==> config.mk <==
export PLATFORM = sky130hd
export DESIGN_NAME = tod_alarm_match
export DESIGN_NICKNAME = d
export VERILOG_FILES = /design/src/rtl/tod_alarm_pkg.sv /design/src/rtl/tod_alarm_regs.sv /design/src/rtl/tod_alarm_mode_dec.sv /design/src/rtl/tod_alarm_cmp.sv /design/src/rtl/tod_alarm_flag.sv /design/src/rtl/tod_alarm_match.sv
export SDC_FILE = /design/constraint.sdc
export NUM_CORES = 1
export LEC_CHECK = 0
export ABC_CLOCK_PERIOD_IN_PS = 4700
export BUFFER_PORTS_ARGS = -buffer_cell sky130_fd_sc_hd__buf_2
export CORE_MARGIN = 2
export CORE_UTILIZATION = 35
export CTS_CLUSTER_SIZE = 28
export DETAILED_ROUTE_END_ITERATION = 10
export PLACE_DENSITY_LB_ADDON = 0.2
export SYNTH_ARGS = -nofsm -noshare
export SYNTH_HDL_FRONTEND = slang
export SYNTH_HIERARCHICAL = 1
export SYNTH_SLANG_ARGS = --single-unit
==> constraint.sdc <==
create_clock -name clk -period 4.7 [get_ports clk]
set_clock_uncertainty 0.05 [all_clocks]
set_input_delay 0.47 -clock clk [delete_from_list [all_inputs] [get_ports clk]]
set_output_delay 0.47 -clock clk [all_outputs]
set_load 0.005 [all_outputs]
==> src/rtl/tod_alarm_pkg.sv <==
// Shared constants and types for the time-of-day alarm matcher.
package tod_alarm_pkg;
    localparam int NUM_FIELDS = 3;
    localparam int SEL_W      = 2;

    // Field index within the alarm register set.
    typedef enum logic [SEL_W-1:0] {
        FLD_MIN = 2'd0,
        FLD_HR  = 2'd1,
        FLD_DAY = 2'd2
    } field_e;

    // Resolved comparison mode.
    typedef enum logic [1:0] {
        MODE_EVERY = 2'd0,
        MODE_MIN   = 2'd1,
        MODE_HM    = 2'd2,
        MODE_FULL  = 2'd3
    } match_mode_e;
endpackage

==> src/rtl/tod_alarm_regs.sv <==
// Alarm register file: one register per field, each {mask, value}.
// Assumes: selects beyond the field count are ignored on write and read 0.
module tod_alarm_regs
    import tod_alarm_pkg::*;
#(
    parameter int VAL_W = 7
) (
    input  logic                        clk,
    input  logic                        rst_n,
    input  logic                        wr_en,
    input  logic [SEL_W-1:0]            sel,
    input  logic [VAL_W:0]              wdata,
    output logic [VAL_W:0]              rdata,
    output logic [NUM_FIELDS-1:0]       mask,
    output logic [NUM_FIELDS*VAL_W-1:0] values
);
    localparam int REG_W = VAL_W + 1;

    logic [REG_W-1:0] regs [NUM_FIELDS];

    for (genvar i = 0; i < NUM_FIELDS; i++) begin : g_field
        // Store the field register on a write addressed to it.
        always_ff @(posedge clk) begin
            if (!rst_n) begin
                regs[i] <= '0;
            end else if (wr_en && (sel == SEL_W'(i))) begin
                regs[i] <= wdata;
            end
        end
        assign mask[i]                    = regs[i][REG_W-1];
        assign values[i*VAL_W +: VAL_W]   = regs[i][VAL_W-1:0];
    end

    // Return the selected register; out-of-range selects read zero.
    always_comb begin
        rdata = '0;
        for (int i = 0; i < NUM_FIELDS; i++) begin
            if (sel == SEL_W'(i)) begin
                rdata = regs[i];
            end
        end
    end
endmodule

==> src/rtl/tod_alarm_mode_dec.sv <==
// Mask decoder: maps the three mask bits to a comparison mode.
// Assumes mask bit order {day, hour, minute}; patterns that are not
// meaningful fall back on the first masked field, counted from minutes.
module tod_alarm_mode_dec
    import tod_alarm_pkg::*;
(
    input  logic [NUM_FIELDS-1:0] mask,
    output match_mode_e           mode
);
    // Priority from the finest field upward.
    always_comb begin
        if (mask[FLD_MIN]) begin
            mode = MODE_EVERY;
        end else if (mask[FLD_HR]) begin
            mode = MODE_MIN;
        end else if (mask[FLD_DAY]) begin
            mode = MODE_HM;
        end else begin
            mode = MODE_FULL;
        end
    end
endmodule

==> src/rtl/tod_alarm_cmp.sv <==
// Field comparator: per-field equality, combined according to mode.
// Assumes values are compared as raw BCD, with no range check.
module tod_alarm_cmp
    import tod_alarm_pkg::*;
#(
    parameter int VAL_W = 7
) (
    input  logic [NUM_FIELDS*VAL_W-1:0] alarm_vals,
    input  logic [NUM_FIELDS*VAL_W-1:0] cur_vals,
    input  match_mode_e                 mode,
    output logic                        match
);
    logic [NUM_FIELDS-1:0] eq;

    for (genvar i = 0; i < NUM_FIELDS; i++) begin : g_eq
        assign eq[i] = (alarm_vals[i*VAL_W +: VAL_W] == cur_vals[i*VAL_W +: VAL_W]);
    end

    // Combine the field matches required by the mode.
    always_comb begin
        unique case (mode)
            MODE_EVERY: match = 1'b1;
            MODE_MIN:   match = eq[FLD_MIN];
            MODE_HM:    match = eq[FLD_MIN] & eq[FLD_HR];
            default:    match = &eq;
        endcase
    end
endmodule

==> src/rtl/tod_alarm_flag.sv <==
// Event and flag unit: strobe on a qualifying tick, sticky flag cleared
// by register access. Assumes the tick is a single-cycle pulse.
module tod_alarm_flag (
    input  logic clk,
    input  logic rst_n,
    input  logic tick,
    input  logic match,
    input  logic access,
    output logic evt,
    output logic flag
);
    logic fire;
    assign fire = tick & match;

    // Register the one-cycle event strobe.
    always_ff @(posedge clk) begin
        if (!rst_n) evt <= 1'b0;
        else        evt <= fire;
    end

    // Sticky flag: a new event outranks a clear at the same edge.
    always_ff @(posedge clk) begin
        if (!rst_n)      flag <= 1'b0;
        else if (fire)   flag <= 1'b1;
        else if (access) flag <= 1'b0;
    end
endmodule

==> src/rtl/tod_alarm_match.sv <==
// Top of the time-of-day alarm matcher. Holds the alarm registers and
// compares them with the timekeeping counters on each minute tick.
// Assumes counters are stable during the tick cycle.
module tod_alarm_match
    import tod_alarm_pkg::*;
#(
    parameter int VAL_W = 7
) (
    input  logic             clk,
    input  logic             rst_n,
    input  logic             reg_wr,
    input  logic             reg_rd,
    input  logic [1:0]       reg_sel,
    input  logic [VAL_W:0]   reg_wdata,
    output logic [VAL_W:0]   reg_rdata,
    input  logic             min_tick,
    input  logic [VAL_W-1:0] cur_min,
    input  logic [VAL_W-1:0] cur_hr,
    input  logic [VAL_W-1:0] cur_day,
    output logic             alarm_evt,
    output logic             alarm_flag
);
    logic [NUM_FIELDS-1:0]       mask;
    logic [NUM_FIELDS*VAL_W-1:0] alarm_vals;
    logic [NUM_FIELDS*VAL_W-1:0] cur_vals;
    match_mode_e                 mode;
    logic                        match;
    logic                        access;

    assign cur_vals = {cur_day, cur_hr, cur_min};
    assign access   = (reg_wr | reg_rd) & (reg_sel < SEL_W'(NUM_FIELDS));

    tod_alarm_regs #(.VAL_W(VAL_W)) regs_i (
        .clk(clk), .rst_n(rst_n), .wr_en(reg_wr), .sel(reg_sel),
        .wdata(reg_wdata), .rdata(reg_rdata), .mask(mask), .values(alarm_vals)
    );

    tod_alarm_mode_dec dec_i (.mask(mask), .mode(mode));

    tod_alarm_cmp #(.VAL_W(VAL_W)) cmp_i (
        .alarm_vals(alarm_vals), .cur_vals(cur_vals), .mode(mode), .match(match)
    );

    tod_alarm_flag flag_i (
        .clk(clk), .rst_n(rst_n), .tick(min_tick), .match(match),
        .access(access), .evt(alarm_evt), .flag(alarm_flag)
    );
endmodule

# Word level (Yosys, flattened, before mapping)
# Memories as Yosys holds them, arrays and structs flattened.
# Index checks and enable logic that the tools add are counted.
[totals] output_inout_bits=10 ram_bits=24 in_bits=36 word_cells=47 reg_bits=2 memories=1
[classes] n_reduce_logical=7 n_eq_ne=7 n_bitwise=7 magnitude_cmp=1 n_mux=22
[mem_list] memory="regs_i.regs" depth=3 width=8 rd=3 rd_clocked_by_memory_dff=0 write_ports=3 line="tod_alarm_regs.sv:19" text="logic [REG_W-1:0] regs [NUM_FIELDS];"
[op_table] operator="two-way mux 8 bit" n=6
[op_table] operator="== test 7 bit" n=3
[op_table] operator="two-way mux 1 bit" n=13
[op_table] operator="== test 2 x 1 -> 1 bit, second input constant" n=2
[op_table] operator="== test 2 bit, second input constant" n=2
[op_table] operator="logical NOT 2 bit" n=2
[op_table] operator="two-way mux 2 bit" n=2
[op_table] operator="OR 1 bit" n=4
[op_table] operator="bitwise AND 1 bit" n=3
[op_table] operator="logical AND 1 bit" n=3
[op_table] operator="case mux 1 bit (3 select lines)" n=1
[op_table] operator="AND reduction 3 bit" n=1
[op_table] operator="< comparator 2 bit, second input constant" n=1
[op_table] operator="nonzero test 2 bit" n=1

# Longest topological paths before layout
# Gate-level depths: netlist of run 1.
# An unclocked memory read counts as a cell.
[depth] word_depth=8 mapped_depth=7 depth_no_buf=7

# By module
# The synthesis of run 1 kept the hierarchy.
[by_module_without_submodules] mod="tod_alarm_regs" instances=1 seq_area_each_um2=720.7 area_each_um2=1107.3 cells_per_inst=88
[by_module_without_submodules] mod="tod_alarm_cmp" instances=1 seq_area_each_um2=0.0 area_each_um2=261.5 cells_per_inst=30
[by_module_without_submodules] mod="tod_alarm_flag" instances=1 seq_area_each_um2=40.0 area_each_um2=63.8 cells_per_inst=6
[by_module_without_submodules] mod="tod_alarm_mode_dec" instances=1 seq_area_each_um2=0.0 area_each_um2=16.3 cells_per_inst=3
[by_module_without_submodules] mod="tod_alarm_match" instances=1 seq_area_each_um2=0.0 area_each_um2=15.0 cells_per_inst=1

# Worst setup path before layout of run 1
# OpenSTA, ideal clock, no wires.
[synth_path] kind="input to register" start="input port reg_sel[0]" end="memory regs_i/regs[2][0] in the netlist's numbering (enable)" required_time_ns=4.266 setup_ns=0.384 cell_stages=4 path_buffers=2 path_slack_ns=2.770 t_arrival_ns=1.496 path_cell_list="buf_6 > nand2b_1 > buf_2 > o21ai_0"
[synth_lines] item="start: declaration" line="tod_alarm_match.sv:13" text="input logic [1:0] reg_sel,"
[synth_lines] item="end: declaration" line="tod_alarm_regs.sv:19"

# Worst setup path after layout of run 1
[layout_path] start="input port reg_sel[0]" end="output port reg_rdata[6]"
[layout_between] elab_chain_len=4 elab_cells_between_ends=6 classes_between="2 x eq/ne; 3 x mux; 1 x reduce/logical"
[layout_rtl] item="logical NOT 2 bit" line="tod_alarm_regs.sv:38" text="if (sel == SEL_W'(i)) begin"
[layout_rtl] item="two-way mux 8 bit (2 in a row)" line="tod_alarm_regs.sv:38"
[layout_rtl] item="two-way mux 8 bit (*)" line="tod_alarm_regs.sv:38"
[layout_rtl] item="end: declaration" line="tod_alarm_match.sv:15" text="output logic [VAL_W:0] reg_rdata,"
# Every way passes the cells marked *; elsewhere a longest branch is shown, timed or not.

==> metrics.md, run 1 <==
| Metric | Value |
|---|---|
| Outcome | finished, final reports clean |
| Netlist cell types | 27 |
| Max Slew Vio Count | 0 |
| Mapped Cells | around 130 |
| Net switching power | roughly 0.13 mW |
| I/O pins | 46 |
| Area grow syn2layout | 20.5% |
| First-pass GRT wire length | between 5000 and 6000 microns |
| Slowest CP cell | nor2b_1 |
| Fin nets | between 200 and 250 |
| Vias/cell | between 4 and 5 |
| P_int | 0.426 mW |
| Std cell rows | 23 |
| Critical Path AT | ~1.7 ns |
| DRC errors left | 0 |
| Total GRT Usage | 16.1% |
| Clock tree sinks | 26 |
| Post-Place Cells | approximately 220 |
| Wire per inst | between 15 and 20 microns |
| Chip Width | roughly 70 microns |
| Post-cts resize count | 0 |
| Crit Path Class | in2out |
| M1 wire length | about 1500 microns |
| Max Freq | 0.461 GHz |
| WL met2 | ~1800 microns |
| Reg2Reg Setup Slack | around 2.7 ns |
| Ant. Diodes | 0 |
| Nature of the critical path endpoint | output pin |
| PD cells | about 310 nW/um^2 |
| Mapped Avg Cell Area | approximately 11 sq um |
| Sequential area share after synthesis | between 50% and 60% |
| Hold WS | about 0.40 ns |
| Final Hold Fails | 0 |
| Number of global-route vias before repair | 1091 |
| Clk pwr share | between 30% and 40% |
| Syn nets | about 160 |
| Synth Warn # | 6 |
| Initial antenna violation count | 0 |
| Reg2reg path depth | 7 |
| # port buffers | 45 |
| Pleak | slightly below 0.7 nW |
| Hold WC Path Type | in2reg |
| Actual slew at the worst max-slew pin | between 1 and 1.5 ns |
| H-tree levels | 1 |
| Die Height | 68.7 microns |
| Final core occ | between 40% and 50% |
| Setup repair after global routing missed its margin | no |
| Uppermost layer routed | met4 |
| Crit-path cells | buf_2, nor2b_1, o2bb2ai_1, buf_2 |
| Non-filler cells, final | around 220 |
| CTS clk-pin slew, worst paths | 0.09 ns |
| Grt ovf | 0 |
| Fill cells | between 400 and 500 |
| Final Critical Period | around 2.2 ns |
| Worst r2r dst | flag_i/flag$_SDFFE_PN0P_ |
| Crit path max fanout | 13 |
| Slew margin rel. | approximately 29% |
| DP Area | between 1500 and 2000 sq um |
| Period utilization | 46.1% |
| Routed met3 length | 280 microns |
| Starting density of the core | between 30% and 40% |
| ANT nets after route | 0 |
| Post-route cell area | between 1500 and 2000 sq um |
| Routed wire length | roughly 3500 microns |
| CP startpoint kind | input pin |
| Share of cells above drive strength 1 | 32.5% |
| Placer Congestion | slightly below 0.9 |
| Area of the die | between 4000 and 5000 sq um |
| Clock Latency Late Sink | between 0.2 and 0.3 ns |
| CTS Hold Buffers Added | 0 |
| Max Cap Violations | 0 |
| Switching Share | 23.2% |
| Crit-path most repeated cell | buf_2 |
| CTS buffer count | 3 |
| Clock root buffer | clkbuf_8 |
| Final setup fails | 0 |
| Maximum vdd drop | approximately 0.13 mV |
| WHS Endpoint | flag_i/evt$_SDFF_PN0_ |
| WHS Path Cells | 2 |
| CP required | between 4 and 5 ns |
| Comb pwr share | ~16% |
| Share of power burned in registers | 51.0% |
| Largest net degree at the start of global routing | 16 |
| Vias post-DR | about 1100 |
| Core area | ~4000 sq um |
| Initial DRC Count | 42 |
| Mapped Area | between 1000 and 1500 sq um |
| CP max stage delay | 0.60 ns |
| Hpwl dp | between 2000 and 3000 microns |
| DRT Pass-1 Iters | 4 |
| Fin Setup TNS | 0 ns |
| Post-CTS Setup Repair Bufs | 0 |
| #FFs+latches synth | 26 |
| Clock tree buffer depth | 2 |
| RR Startpoint | regs_i/regs[0][0]$_SDFFCE_PN0P_ |
| Critical hold path startpoint | min_tick |
| CTS tree | done |
==> state kept, by name, indices dropped and copies added, names as in the netlist <==
signal / count
regs_i/regs: 24
flag_i/evt: 1
flag_i/flag: 1
==> final cells by class <==
| type | instances | area, sq um | area share [%] |
|---|---|---|---|
| Inverter | 2 | 7.51 | 0.426 |
| Tap cell | 50 | 62.6 | 3.55 |
| Timing Repair Buffer | 45 | 225 | 12.8 |
| Clock buffer | 3 | 41.3 | 2.34 |
| Sequential cell | 26 | 761 | 43.1 |
| Clock inverter | 1 | 30.0 | 1.70 |
| Multi-Input combinational cell | 92 | 637 | 36.1 |
==> power groups by stage <==
stage          registers, mW  logic (mW)  clock network (mW)
6_report               0.283      0.0883               0.183
2_1_floorplan          0.284      0.0568                   0
5_1_grt                0.286      0.0976               0.199
3_3_place_gp           0.289      0.0877                   0
3_5_place_dp           0.289      0.0890                   0
4_1_cts                0.284      0.0893               0.189
==> worst max-delay path: cells and delay by family <==
family                 cells  cell delay [ns]
buffers and inverters      2             0.38
and+or+nand+nor            1             0.60
AOI/OAI and AO/OA          1             0.20
==> kinds of logic (layout without fill, tap and decap cells) <==
logic type,Yosys count,count (layout),share of synthesized area (%)
xor+xnor,21,21,12.6
mux,8,8,5.47
compound gates,17,17,10.0
flops,26,26,52.0
buf+inv,10,51,4.53
simple gates,46,46,15.5
==> per-layer routing <==
metal / track usage, % / vias to the layer above
met1: 20.2 / 498
met2: 28.6 / 43
met3: 1.62 / 2
met5: 0 / -
met4: 6.00 / 0
li1: - / 542
==> layout by cell type (no fill, tap or decap) <==
cell,count
nand3_1,9
o2bb2ai_1,8
buf_2,45
nand4_1,2
nand2_1,1
inv_1,2
a2bb2oi_2,1
a21oi_2,2
dfxtp_1,2
xnor2_1,13
nor2_1,25
clkbuf_8,3
mux2i_1,8
and3_1,1
o31a_1,1
or2_1,1
a21boi_1,1
o21ai_0,2
o21ai_2,1
nor4_1,2
nor2b_1,1
nand2b_1,3
a21o_2,1
edfxtp_1,24
bufinv_16,1
xor2_1,8
nand4_4,1
==> synth_stat cells, drive strengths merged <==
cell / n / share of area (%)
a21boi: 1 / 0.51
a21o: 1 / 0.60
a21oi: 2 / 1.2
a2bb2oi: 1 / 1.0
and3: 1 / 0.43
buf: 7 / 3.7
clkbuf: 1 / 0.34
dfxtp: 2 / 2.7
edfxtp: 24 / 49
inv: 2 / 0.51
mux2i: 8 / 5.5
nand2: 1 / 0.26
nand2b: 3 / 1.3
nand3: 9 / 3.1
nand4: 3 / 2.3
nor2: 25 / 6.4
nor2b: 1 / 0.43
nor4: 2 / 0.85
o21ai: 3 / 1.3
o2bb2ai: 8 / 4.8
o31a: 1 / 0.60
or2: 1 / 0.43
xnor2: 13 / 7.8
xor2: 8 / 4.8
==> worst max-delay path by stage <==
stage | start | to | cells past startpoint
2_1_floorplan | reg_sel[0] | regs_i/regs[2][0]$_SDFFCE_PN0P_ | 4
3_3_place_gp | reg_sel[1] | regs_i/regs[1][5]$_SDFFCE_PN0P_ | 3
3_5_place_dp | reg_sel[1] | regs_i/regs[2][7]$_SDFFCE_PN0P_ | 3
4_1_cts | reg_sel[0] | reg_rdata[2] | 4
5_1_grt | reg_sel[0] | reg_rdata[2] | 4
6_report | reg_sel[0] | reg_rdata[6] | 4
==> metrics by stage <==
step           setup WS, ns  power (mW)
2_1_floorplan          2.77       0.341
3_3_place_gp           2.46       0.377
3_5_place_dp           2.36       0.378
4_1_cts                2.52       0.562
5_1_grt                2.40       0.582
6_report               2.53       0.555
Note: power is estimated with default switching activity, not from simulation.
==> inputs of run 2 (changes only) <==
Settings changed: ABC_AREA from default to 1, ABC_CLOCK_PERIOD_IN_PS 4700 to 2220.
Clock period 4.7 ns to 2.22 ns, I/O delays scaled along.
==> metrics.md, run 2 <==
| Metric | Value |
|---|---|
| Std cell rows | 24 (was 23) |
| I/O pins | 46 (unchanged) |
| Max Cap Violations | 0 (unchanged) |
| Fill cells | 456 (was 408) |
| # port buffers | 45 (unchanged) |
| Pleak | 0.894 nW (was 0.690 nW) |
| Fin nets | 268 (was 206) |
| Core area | 4290 sq um (was 4000 sq um) |
| Grt ovf | 0 (unchanged) |
| Initial DRC Count | 55 (was 42) |
| Final Critical Period | roughly 1.3 ns |
| Max Slew Vio Count | 0 (unchanged) |
| Cell taking the most area after synthesis | edfxtp_1 (unchanged) |
| Area share of the largest cell type after synthesis | 46.5% (was 49.2%) |
| Post-CTS Setup Repair Bufs | 0 (unchanged) |
| Die Height | 70.5 microns (was 68.7 microns) |
| Initial antenna violation count | 0 (unchanged) |
| Top reg by flops | regs_i/regs (unchanged) |
| Crit Path Class | reg2out (was in2out) |
| #FFs+latches synth | 26 (unchanged) |
| Async S/R FF share, synth | 0% (unchanged) |
| CTS buffer count | 3 (unchanged) |
| Final setup fails | 0 (unchanged) |
| CTS tree | done (unchanged) |
| Area grow syn2layout | 20.2% (was 20.5%) |
| DRT Pass-1 Iters | 4 (unchanged) |
| Chip Width | 70.5 microns (was 68.7 microns) |
| Nature of the critical path endpoint | output pin (unchanged) |
| ANT nets after route | 0 (unchanged) |
| Hold WS | 0.147 ns (was 0.398 ns) |
| Placer Congestion | 0.795 (was 0.865) |
| CTS clk-pin slew, worst paths | 0.08 ns (was 0.09 ns) |
| Actual slew at the worst max-slew pin | 0.347 ns (was 1.06 ns) |
| Synth Warn # | 6 (unchanged) |
| Vias/cell | 4.61 (was 4.95) |
| Total GRT Usage | 15.2% (was 16.1%) |
| Max Freq | 0.756 GHz |
| DRC errors left | 0 (unchanged) |
| Slew margin rel. | 76.8% (was 28.9%) |
| Min setup slack post-route | 0.897 ns (was 2.53 ns) |
| Wire per inst | 12.6 microns (was 16.2 microns) |
| First-pass GRT wire length | 5790 microns (was 5280 microns) |
| Largest regs | regs_i/regs x24, flag_i/evt x1, flag_i/flag x1 (unchanged) |
| Sequential area share after synthesis | 49.1% (was 52.0%) |
| Hold WC Path Type | in2reg (unchanged) |
| Area of the die | 4970 sq um (was 4720 sq um) |
| Period utilization | about three fifths |
| Ant. Diodes | 0 (unchanged) |
| Number of flops mapped to enable cells by yosys | 24 (unchanged) |
| Fin Setup TNS | 0 ns (unchanged) |
| Dominant cell by count in the synthesized netlist | nand2_1 (was nor2_1) |
| Setup repair after global routing missed its margin | no (unchanged) |
| Vias post-DR | 1304 (was 1085) |
| Clock tree sinks | 26 (unchanged) |
| Outcome | finished, final reports clean (unchanged) |
| Final Hold Fails | 0 (unchanged) |
| Non-filler cells, final | 283 (was 219) |
| Reg2Reg Setup Slack | 0.91 ns (was 2.70 ns) |
| Maximum vdd drop | 0.212 mV (was 0.126 mV) |
| Number of global-route vias before repair | 1267 (was 1091) |
| Largest net degree at the start of global routing | 15 (was 16) |
| Clock root buffer | clkbuf_8 (unchanged) |
| Ys flop type | edfxtp_1 (unchanged) |
| Netlist cell types | 15 (was 27) |
| Tot Pwr | 1.06 mW (was 0.555 mW) |
| Post-synth top cells | 43 x nand2_1, 36 x nor2_1, 29 x nand3_1 (was 25 x nor2_1, 24 x edfxtp_1, 13 x xnor2_1) |
| CP required | 1.95 ns (was 4.18 ns) |
| Critical Path AT | 1.05 ns (was 1.65 ns) |
| Mapped Area | 1550 sq um (was 1460 sq um) |
| Clock tree buffer depth | 2 (unchanged) |
| Clock Latency Late Sink | 0.27 ns (about the same) |
| Syn nets | 220 (was 164) |
| H-tree levels | 1 (unchanged) |
| Share of cells above drive strength 1 | 24.2% (was 32.5%) |
| Largest register FFs | 24 (unchanged) |
| CTS Hold Buffers Added | 0 (unchanged) |
| Commonest non-fill, non-tap cell in the layout | buf_2 (unchanged) |
| Hpwl dp | 2920 microns (was 2810 microns) |
| Main area contributors after synthesis | edfxtp_1 47%, nand2_1 10%, nand3_1 9.4% (was edfxtp_1 49%, xnor2_1 7.8%, nor2_1 6.4%) |
| Mapped Cells | 184 (was 128) |
| Starting density of the core | 36.1% (was 36.6%) |
| CP startpoint kind | flop (was input pin) |
| Post-Place Cells | 279 (was 215) |
| Post-cts resize count | 0 (unchanged) |
| PD cells | 569 nW/um^2 (was 315 nW/um^2) |
| DP Worst Slack | 0.765 ns (was 2.36 ns) |
| Routed wire length | 3570 microns (was 3540 microns) |
| Mapped Avg Cell Area | 8.42 sq um (was 11.4 sq um) |
| Commonest non-fill, non-tap cells in the layout | 45 x buf_2, 43 x nand2_1, 36 x nor2_1 (was 45 x buf_2, 25 x nor2_1, 24 x edfxtp_1) |
| Crit path max fanout | 2 (was 13) |
==> run 2: area by class of cell <==
type	count	area, sq um	area share, %
sequential	26	761	40.9
timing repair buffer	45	225	12.1
tap	52	65.1	3.49
multi-input combinational	129	664	35.7
clock buffer	3	41.3	2.22
inverter	27	101	5.44
clock inverter	1	3.75	0.202
==> run 2: final timing paths <==
path                                   startpoint                       end  depth (start not counted)
hold / removal                           min_tick     flag_i/evt$_SDFF_PN0_                          3
setup / recovery  regs_i/regs[1][6]$_SDFFCE_PN0P_              reg_rdata[6]                          3
setup reg to reg  regs_i/regs[0][3]$_SDFFCE_PN0P_  flag_i/flag$_SDFFE_PN0P_                          9
hold reg to reg          flag_i/flag$_SDFFE_PN0P_  flag_i/flag$_SDFFE_PN0P_                          2
==> run 2: stage by stage <==
stage / utilization [%] / area (sq um)
floorplan: - / 1550
global placement: 42.3 / 1820
detailed placement: 42.3 / 1820
CTS: 43.4 / 1860
global route: 43.4 / 1860
finish: 43.4 / 1860
==> run 2: power by group <==
part	total (mW)	internal, mW	switching (mW)
logic	0.195	0.0856	0.110
clock network	0.266	0.124	0.142
registers	0.599	0.573	0.0260
==> run 2: routing by layer <==
layer  GRT usage (%)  part of all wire (%)  wire, microns  vias up
met2            27.1                    51           1830       46
met1            18.5                    42           1490      569
met4            5.34                   1.5             55        0
met5               0                     0              0        -
met3            2.31                   5.3            189        6
li1                -                     -              -      683
==> run 2: cell families after synthesis <==
group / Yosys count / share of synthesized area [%]
AO/OA/AOI/OAI: 2 / 1.29
XOR/XNOR: 15 / 8.48
buffers and inverters: 29 / 8.00
flip-flops: 26 / 49.1
AND/OR/NAND/NOR: 112 / 33.1
==> run 2: worst max-delay path, cell delays in order, from the launching register on <==
cell and delay [ns]:
edfxtp_1 0.42, nand3_1 0.13, nand3_1 0.10, buf_2 0.14
==> inputs of run 3 (changes only) <==
Settings changed: ABC_AREA 1 to 0, ABC_CLOCK_PERIOD_IN_PS 2220 to 1100.
Clock period 2.22 ns to 1.1 ns, I/O delays scaled along.
==> metrics.md, run 3 (synthesized netlist as in run 1, its figures left out) <==
| Metric | Value |
|---|---|
| Clock tree sinks | 26 (unchanged) |
| Ant. Diodes | 0 (unchanged) |
| CP startpoint kind | flop (unchanged) |
| Largest net degree at the start of global routing | 15 (unchanged) |
| Crit path max fanout | 2 (unchanged) |
| Met2 Use GR | 31.6% (was 27.1%) |
| Hold WS | 0.0582 ns (was 0.147 ns) |
| Max Cap Violations | 0 (unchanged) |
| Share of cells above drive strength 1 | 42.1% (was 24.2%) |
| Slew margin rel. | 79.4% (was 76.8%) |
| Comb pwr share | 21.3% (was 18.4%) |
| Largest register FFs | 24 (unchanged) |
| Reg2reg path depth | 7 (was 9) |
| Met3 Track Usage GR | 1.95% (was 2.31%) |
| Max Freq | ~0.58 GHz |
| Maximum vdd drop | 0.517 mV (was 0.212 mV) |
| DRT Pass-1 Iters | 4 (unchanged) |
| Starting density of the core | 36.6% (was 36.1%) |
| CTS clk-pin slew, worst paths | 0.09 ns (was 0.08 ns) |
| Top reg by flops | regs_i/regs (unchanged) |
| Grt ovf | 0 (unchanged) |
| Min setup slack post-route | -0.637 ns (was 0.897 ns) |
| Final setup fails | 10 (was 0) |
| Nature of the critical path endpoint | flop (was output pin) |
| Critical Path AT | 1.89 ns (was 1.05 ns) |
| Clock root buffer | clkbuf_8 (unchanged) |
| Wire per inst | 15.7 microns (was 12.6 microns) |
| Vias/cell | 4.84 (was 4.61) |
| PD cells | 1170 nW/um^2 (was 569 nW/um^2) |
| Final core occ | 49.3% (was 43.4%) |
| Die Height | 68.7 microns (was 70.5 microns) |
| Share of power burned in registers | 52.1% (was 56.5%) |
| Vias post-DR | 1161 (was 1304) |
| Commonest non-fill, non-tap cells in the layout | 45 x buf_2, 25 x nor2_1, 24 x edfxtp_1 (was 45 x buf_2, 43 x nand2_1, 36 x nor2_1) |
| Hpwl dp | 2960 microns (was 2920 microns) |
| Crit Path Class | reg2reg (was reg2out) |
| Initial antenna violation count | 0 (unchanged) |
| Hold WC Path Type | in2reg (unchanged) |
| Total GRT Usage | 17.2% (was 15.2%) |
| Period utilization | 158% |
| M1 GR Usage | 21.5% (was 18.5%) |
| Clock tree buffer depth | 2 (unchanged) |
| CP required | 1.25 ns (was 1.95 ns) |
| Std cell rows | 23 (was 24) |
| Clk pwr share | 26.5% (was 25.1%) |
| Net switching power | 0.578 mW (was 0.278 mW) |
| Violated checks | setup timing |
| CTS buffer count | 3 (unchanged) |
| Switching Share | 25.0% (was 26.2%) |
| ANT nets after route | 0 (unchanged) |
| Final Critical Period | approximately 1.7 ns |
| Commonest non-fill, non-tap cell in the layout | buf_2 (unchanged) |
| Outcome | complete, but fails checks (was finished, final reports clean) |
| Core area | 4000 sq um (was 4290 sq um) |
| First-pass GRT wire length | 5790 microns (unchanged) |
| DRC errors left | 0 (unchanged) |
| # port buffers | 45 (unchanged) |
| Setup repair after global routing missed its margin | yes (was no) |
| Number of global-route vias before repair | 1201 (was 1267) |
| P_int | 1.73 mW (was 0.782 mW) |
| CTS Hold Buffers Added | 0 (unchanged) |
| Area grow syn2layout | 34.6% (was 20.2%) |
| Placer Congestion | 0.775 (was 0.795) |
| Area of the die | 4720 sq um (was 4970 sq um) |
| Chip Width | 68.7 microns (was 70.5 microns) |
| GRT busiest layer | met2 (unchanged) |
| Pleak | 0.805 nW (was 0.894 nW) |
| Routed wire length | 3760 microns (was 3570 microns) |
| CTS tree | done (unchanged) |
| Largest regs | regs_i/regs x24, flag_i/evt x1, flag_i/flag x1 (unchanged) |
| Final Hold Fails | 0 (unchanged) |
| I/O pins | 46 (unchanged) |
| Max Slew Vio Count | 0 (unchanged) |
| Clock Latency Late Sink | 0.26 ns (was 0.27 ns) |
| Initial DRC Count | 41 (was 55) |
| H-tree levels | 1 (unchanged) |
| Fin nets | 227 (was 268) |
| WHS Path Cells | 3 (unchanged) |
| Actual slew at the worst max-slew pin | 0.306 ns (was 0.347 ns) |
## run 3: layout make-up
cell class,instances,area (sq um)
flip-flops and latches,26,761
multi-input cells,92,673
fillers,368,2030
repair buffers,66,412
inverters,2,7.51
clock buffers,4,55.1
well taps,50,62.6
## run 3: worst max-delay path: stages (launching register included)
cell	delay [ns]
edfxtp_1	0.41
xor2_1	0.17
nor4_2	0.31
nand4_1	0.17
o31a_1	0.28
a21oi_2	0.12
nand2_1	0.06
a21boi_1	0.11
## run 3: repair_timing
action,4_1_cts,5_1_grt
resized for setup,2,0
setup buffers,2,0
setup endpoints to repair,10,10
pin swaps,7,1
## run 3: worst paths after layout
path	slack, ns	startpoint	endpoint
worst max-delay path	-0.64	regs_i/regs[0][2]$_SDFFCE_PN0P_	flag_i/flag$_SDFFE_PN0P_
worst min-delay path	0.06	min_tick	flag_i/flag$_SDFFE_PN0P_
worst max register to register	-0.64	regs_i/regs[0][2]$_SDFFCE_PN0P_	flag_i/flag$_SDFFE_PN0P_
worst min register to register	0.45	flag_i/flag$_SDFFE_PN0P_	flag_i/flag$_SDFFE_PN0P_
## run 3: per-layer routing
layer  vias up  share of wire, %
met4         0              0.51
li1        576                 -
met2        26                54
met5         -                 0
met1       557                41
met3         2               4.0
## run 3: metrics by stage
| step | setup slack (ns) | setup TNS (ns) | power [mW] | instances | instance area [sq um] |
|---|---|---|---|---|---|
| after floorplan | -0.421 | -1.39 | 1.48 | 128 | 1510 |
| after global placement | -0.527 | -1.64 | 1.70 | 235 | 1900 |
| after detailed placement | -0.657 | -1.90 | 1.71 | 235 | 1900 |
| after CTS | -0.635 | -2.82 | 2.33 | 240 | 1970 |
| after global routing | -0.784 | -3.52 | 2.40 | 240 | 1970 |
| final | -0.637 | -2.72 | 2.31 | 240 | 1970 |
## run 3: power groups by stage
stage,clock (mW),combinational (mW),sequential [mW]
6_report,0.612,0.492,1.20
5_1_grt,0.654,0.537,1.21
4_1_cts,0.629,0.497,1.20
3_5_place_dp,0,0.484,1.23
3_3_place_gp,0,0.482,1.22
2_1_floorplan,0,0.262,1.21
